--- src/rtl/frac_baud_pkg.sv ---
package frac_baud_pkg;
  localparam int BYTE_W     = 8;
  localparam int DEF_DIV_W  = 2 * BYTE_W;
  localparam int DEF_FRAC_W = 6;
endpackage

--- src/rtl/fbg_cfg_capture.sv ---
module fbg_cfg_capture #(
  parameter int DIV_W  = frac_baud_pkg::DEF_DIV_W,
  parameter int FRAC_W = frac_baud_pkg::DEF_FRAC_W
) (
  input  logic              clk_i,
  input  logic              rst_ni,
  input  logic [DIV_W-1:0]  div_in_i,
  input  logic [FRAC_W-1:0] frac_in_i,
  input  logic              en_in_i,
  output logic [DIV_W-1:0]  div_q_o,
  output logic [FRAC_W-1:0] frac_eff_o,
  output logic              restart_o
);
  localparam int CFG_W = DIV_W + FRAC_W + 1;

  logic [CFG_W-1:0] cfg_new, cfg_q;

  assign cfg_new   = {div_in_i, frac_in_i, en_in_i};
  assign restart_o = (cfg_new != cfg_q);

  always_ff @(posedge clk_i or negedge rst_ni) begin
    if (!rst_ni)        cfg_q <= '0;
    else if (restart_o) cfg_q <= cfg_new;
  end

  assign div_q_o    = cfg_q[CFG_W-1 -: DIV_W];
  assign frac_eff_o = cfg_q[0] ? cfg_q[FRAC_W:1] : '0;
endmodule

--- src/rtl/fbg_phase_accum.sv ---
module fbg_phase_accum #(
  parameter int FRAC_W = frac_baud_pkg::DEF_FRAC_W
) (
  input  logic              clk_i,
  input  logic              rst_ni,
  input  logic              restart_i,
  input  logic              period_end_i,
  input  logic [FRAC_W-1:0] frac_i,
  output logic [FRAC_W-1:0] phase_o,
  output logic              stretch_o
);
  function automatic logic [FRAC_W:0] phase_step(input logic [FRAC_W-1:0] ph,
                                                 input logic [FRAC_W-1:0] fr);
    return {1'b0, ph} + {1'b0, fr};
  endfunction

  logic [FRAC_W:0] step_w;
  assign step_w = phase_step(phase_o, frac_i);

  always_ff @(posedge clk_i or negedge rst_ni) begin
    if (!rst_ni) begin
      phase_o   <= '0;
      stretch_o <= 1'b0;
    end else if (restart_i) begin
      phase_o   <= '0;
      stretch_o <= 1'b0;
    end else if (period_end_i) begin
      phase_o   <= step_w[FRAC_W-1:0];
      stretch_o <= step_w[FRAC_W];
    end
  end

  AST_NO_STRETCH_WHEN_OFF: assert property (@(posedge clk_i) disable iff (!rst_ni)
    (frac_i == '0) |=> !stretch_o);
  AST_STRETCH_NEEDS_FRAC: assert property (@(posedge clk_i) disable iff (!rst_ni)
    stretch_o |-> (frac_i != '0));
endmodule

--- src/rtl/fbg_period_counter.sv ---
module fbg_period_counter #(
  parameter int DIV_W = frac_baud_pkg::DEF_DIV_W
) (
  input  logic             clk_i,
  input  logic             rst_ni,
  input  logic             restart_i,
  input  logic [DIV_W-1:0] div_i,
  input  logic             stretch_i,
  output logic             period_end_o,
  output logic             tick_o
);
  localparam int CNT_W = DIV_W + 1;

  function automatic logic [CNT_W-1:0] period_len(input logic [DIV_W-1:0] d,
                                                  input logic s);
    return {1'b0, d} + CNT_W'(s);
  endfunction

  logic [CNT_W-1:0] cnt_q, len_w;
  logic             div_zero_w;

  assign len_w        = period_len(div_i, stretch_i);
  assign div_zero_w   = (div_i == '0);
  assign period_end_o = !restart_i && !div_zero_w && (cnt_q == len_w - 1'b1);

  always_ff @(posedge clk_i or negedge rst_ni) begin
    if (!rst_ni) begin
      cnt_q  <= '0;
      tick_o <= 1'b0;
    end else if (restart_i || div_zero_w) begin
      cnt_q  <= '0;
      tick_o <= 1'b0;
    end else if (period_end_o) begin
      cnt_q  <= '0;
      tick_o <= 1'b1;
    end else begin
      cnt_q  <= cnt_q + 1'b1;
      tick_o <= 1'b0;
    end
  end

  AST_RESTART_CLEARS: assert property (@(posedge clk_i) disable iff (!rst_ni)
    restart_i |=> (cnt_q == '0 && !tick_o));
  AST_CNT_IN_PERIOD: assert property (@(posedge clk_i) disable iff (!rst_ni)
    !div_zero_w |-> (cnt_q < len_w));
  AST_ZERO_SILENT: assert property (@(posedge clk_i) disable iff (!rst_ni)
    div_zero_w |=> !tick_o);
  AST_SINGLE_PULSE: assert property (@(posedge clk_i) disable iff (!rst_ni)
    (tick_o && div_i > DIV_W'(1)) |=> !tick_o);
endmodule

--- src/rtl/frac_baud_gen.sv ---
module frac_baud_gen #(
  parameter int DIV_W  = frac_baud_pkg::DEF_DIV_W,
  parameter int FRAC_W = frac_baud_pkg::DEF_FRAC_W
) (
  input  logic                            clk_i,
  input  logic                            rst_ni,
  input  logic [frac_baud_pkg::BYTE_W-1:0] div_hi_i,
  input  logic [frac_baud_pkg::BYTE_W-1:0] div_lo_i,
  input  logic [FRAC_W-1:0]               div_frac_i,
  input  logic                            frac_en_i,
  output logic                            tick_o
);
  localparam int HALF_W = DIV_W / 2;

  logic [DIV_W-1:0]  div_in_w, div_q_w;
  logic [FRAC_W-1:0] frac_eff_w, phase_w;
  logic              restart_w, stretch_w, period_end_w;

  assign div_in_w = {div_hi_i[HALF_W-1:0], div_lo_i[HALF_W-1:0]};

  fbg_cfg_capture #(.DIV_W(DIV_W), .FRAC_W(FRAC_W)) u_cfg (
    .clk_i(clk_i), .rst_ni(rst_ni), .div_in_i(div_in_w), .frac_in_i(div_frac_i),
    .en_in_i(frac_en_i), .div_q_o(div_q_w), .frac_eff_o(frac_eff_w),
    .restart_o(restart_w));

  fbg_phase_accum #(.FRAC_W(FRAC_W)) u_acc (
    .clk_i(clk_i), .rst_ni(rst_ni), .restart_i(restart_w),
    .period_end_i(period_end_w), .frac_i(frac_eff_w), .phase_o(phase_w),
    .stretch_o(stretch_w));

  fbg_period_counter #(.DIV_W(DIV_W)) u_cnt (
    .clk_i(clk_i), .rst_ni(rst_ni), .restart_i(restart_w), .div_i(div_q_w),
    .stretch_i(stretch_w), .period_end_o(period_end_w), .tick_o(tick_o));

  AST_UNIT_DIV_EVERY: assert property (@(posedge clk_i) disable iff (!rst_ni)
    (div_q_w == DIV_W'(1) && frac_eff_w == '0 && !restart_w) |=> tick_o);
  AST_RESTART_PHASE: assert property (@(posedge clk_i) disable iff (!rst_ni)
    restart_w |=> (phase_w == '0 && !stretch_w));
endmodule

--- config.mk ---
export PLATFORM = sky130hd
export DESIGN_NAME = frac_baud_gen
export DESIGN_NICKNAME = d
export VERILOG_FILES = /design/src/rtl/frac_baud_pkg.sv /design/src/rtl/fbg_cfg_capture.sv /design/src/rtl/fbg_phase_accum.sv /design/src/rtl/fbg_period_counter.sv /design/src/rtl/frac_baud_gen.sv
export SDC_FILE = /design/constraint.sdc
export NUM_CORES = 1
export LEC_CHECK = 0
export BUFFER_PORTS_ARGS = -buffer_cell sky130_fd_sc_hd__buf_2
export CAP_MARGIN = 20
export CORE_MARGIN = 2
export CORE_UTILIZATION = 62
export CTS_BUF_LIST = sky130_fd_sc_hd__clkbuf_4
export CTS_CLUSTER_SIZE = 16
export DETAILED_ROUTE_END_ITERATION = 10
export HOLD_SLACK_MARGIN = 0.15
export PLACE_DENSITY = 0.88
export SLEW_MARGIN = 20
export SYNTH_ARGS = -nofsm -noshare
export SYNTH_HDL_FRONTEND = slang
export SYNTH_SLANG_ARGS = --single-unit
--- constraint.sdc ---
create_clock -name clk_i -period 3.6 [get_ports clk_i]
set_input_delay 0.18 -clock clk_i [delete_from_list [all_inputs] [get_ports clk_i]]
set_output_delay 0.18 -clock clk_i [all_outputs]
set_load 0.1 [all_outputs]
==> impl_metrics.toml <==
[pwr]
clkPwrFrac_pct = 31.7
switching_share_pct = 25.33
p_leak_nw = 1.417
p_int_w = 0.0007714
p_comb_share_pct = 12.6
p_seq_share_pct = 55.8
switching_power_w = 0.0002617
ir_worst_vdd_uv = 307.9
p_per_area_nw_per_um2 = 299.6

[clocking]
numCtsBuffers = 5
htree_levels = 2
clock_path_buffers = 2
root_buffer = "clkbuf_4"
clock-sinks = 48
ctsResizeCount = 0
insertion_delay_ns = 0.37
clk_pin_slew_ns = 0.14
cts_tree = "yes"

[critical_path]
worst_path_max_delay_cell = "ha_1"
required_ns = 3.89
crit_buf_inv = 1
end_kind = "register"
cp-start-kind = "register"
critPathKind = "reg -> reg"
crit_family = "compound AO/OA/AOI/OAI gates"
worstPathArrival_ns = 3.68
cp_max_fo = 15
crit_path_cell_trace = "inv_1 -> ha_1 -> ha_1 -> nand3_1 -> a221oi_1 -> o221ai_1 -> a221o_1 -> a221o_1 -> nor3_4 -> mux2i_1"
cp_slowest_stage_delay_ns = 0.54

[drt]
drt_wl_total_microns = 6858
drc = 0
initialDrtViolationCount = 192
via_per_inst = 5.885
ant_nets = 0
drt-wirelength-per-cell_microns = 16.49
firstDrtPassIters = 4
vias = 2448

[synthesis]
synth.distinct_cells = 50
async_flop_share_pct = 100.0
synthFlopType = "dfrtp_1"
syn-instance-count = 323
syn_area_per_cell_sq_um = 9.429
yosysSeqAreaShare_pct = 39.44
synth_nets = 358
yosys.area.top_type_share_pct = 39.44
yosysWarnings = 0
netlist_top_cells_count = "dfrtp_1 (48), xnor2_1 (30), xor2_1 (30)"
syn_area_sq_um = 3045
yosysMostFrequentCell = "dfrtp_1"
yosysTopAreaCell = "dfrtp_1"
synth_area_leaders = "dfrtp_1 (39%), xnor2_1 (8.6%), xor2_1 (8.6%)"
synth-edff-count = 0
synth-seq-cells = 48

[layout]
final_nets = 383
syn_to_final_growth_pct = 13.23
drive_gt1_share_pct = 12.32
final_cell_area_sq_um = 3448
fill_cells = 324
diodes = 0
layoutNonFillerInstCount = 416

[timing]
drv_slew = 0
rsz0062_at_grt = "false"
setup_tns_ns = 0
fmax_mhz = 295.2
period_share_pct = 94.10
slew_headroom_pct = 40.97
final.min_clock_period_ns = 3.387
hold_viol = 0
setup_viol = 0
worst_hold_slack_ns = 0.3376
clock-skew-final_ns = 0.01056
worst_pin_slew_ns = 0.8786

[run]
cap_violations = 0

[hold_path]
min_path_type = "in -> async"

[die]
coreArea_sq_um = 4723
die_w_microns = 74.09
die_area_sq_um = 5489
placementRows = 25
start_util_pct = 64.48
boundaryPins = 26
fp.dieH_microns = 74.09

[grt]
grt_antenna_before_repair = 0
grt_pass1_wl_microns = 11610
grt_start_max_net_pins = 49
grt_usage_pct = 27.94
grt.overflow.total = 0
grt_pass1_vias = 2520

[placed_design]
gp_congestion = 0.8810
placed_cell_area_sq_um = 3126
dpl.hpwl_microns = 4610
placedCellCount = 384
buffer_ports.inserted = 25

[run_status]
status = "complete, no violations"
-- repair_timing --
action                    4_1_cts  5_1_grt
hold buffers                   24        0
buffers inserted                0        0
hold endpoints to repair       71        0
-- worst register-to-register path, cell delays in order (launching register included) --
cell      delay, ns
dfrtp_1        0.43
inv_1          0.06
ha_1           0.21
ha_1           0.54
nand3_1        0.16
a221oi_1       0.31
o221ai_1       0.18
a221o_1        0.28
a221o_1        0.35
nor3_4         0.53
mux2i_1        0.26
-- state kept, by name, indices dropped and copies added (netlist names) --
register,count
u_cfg.cfg_q,23
u_cnt.cnt_q,17
u_acc.phase_o,6
u_acc.stretch_o,1
u_cnt.tick_o,1
-- cells by family (layout without fill, tap and decap cells) --
family                   Yosys count  count (layout)  share of synthesized area (%)
AND/OR/NAND/NOR                  121             121                          21.94
XOR/XNOR                          60              60                          17.26
multiplexers                       8               8                          2.630
flip-flops                        48              48                          39.44
buffers and inverters             41              67                          5.711
adder cells (fa/ha/maj)           10              10                          4.355
AO/OA/AOI/OAI                     35              35                          8.669
-- path summary, 6_finish.rpt --
check / from / to / slack (ns) / cells past startpoint
max: u_cfg.cfg_q[7] / u_acc.stretch_o / 0.21 / 10
min reg2reg: u_acc.phase_o[3] / u_acc.phase_o[3] / 0.55 / 2
min: rst_ni / u_acc.phase_o[3] / 0.34 / 2
max reg2reg: u_cfg.cfg_q[7] / u_acc.stretch_o / 0.21 / 10
max in group asynchronous: rst_ni / u_cnt.cnt_q[15] / 2.85 / 2
min in group clk_i: div_frac_i[0] / u_cfg.cfg_q[1] / 0.46 / 2
-- power by group through the flow --
stage                     Combinational, W  Clock, W  Sequential (W)
after floorplan                  0.0000777         0        0.000575
after global placement            0.000102         0        0.000584
after detailed placement          0.000106         0        0.000585
after CTS                         0.000127  0.000330        0.000575
after global routing              0.000141  0.000362        0.000578
final                             0.000130  0.000327        0.000576
-- placed cells by master (no fill, tap or decap), types with 4 or more instances in the layout --
| cell type | count |
|---|---|
| dfrtp_1 | 48 |
| xnor2_1 | 30 |
| xor2_1 | 30 |
| nor2_1 | 28 |
| nand2_1 | 26 |
| dlygate4sd3_1 | 24 |
| buf_2 | 24 |
| nand3_1 | 11 |
| a21oi_1 | 10 |
| ha_1 | 9 |
| inv_1 | 8 |
| and2_1 | 8 |
| mux2i_1 | 8 |
| nor4_1 | 8 |
| nor2b_1 | 7 |
| clkbuf_4 | 6 |
| and3_1 | 5 |
| a221o_1 | 4 |
| nand4_1 | 4 |
| nor3_1 | 4 |
-- area by class of cell --
cell class / count / area, sq um / area share [%]
multi-input combinational: 234 / 1670 / 48.44
sequential: 48 / 1201 / 34.83
timing repair buffer: 51 / 382.9 / 11.10
tap: 67 / 83.83 / 2.431
clock buffer: 6 / 45.04 / 1.306
clock inverter: 2 / 35.03 / 1.016
inverter: 8 / 30.03 / 0.8708
-- per-layer routing --
metal	share of wire (%)	GRT usage (%)
met1	43	35.66
met5	0	0
met2	50	46.83
met3	5.5	5.691
met4	2.3	10.91
-- metrics by stage --
step / power (W) / worst slack (ns) / utilization (%)
global route: 0.001081 / 0.03731 / 73.01
finish: 0.001033 / 0.2125 / 73.01
global placement: 0.0006864 / 0.4845 / 66.17
floorplan: 0.0006524 / 0.8233 / -
detailed placement: 0.0006916 / 0.2890 / 66.17
CTS: 0.001032 / 0.2647 / 72.95
Power figures use the tool's default switching activity.
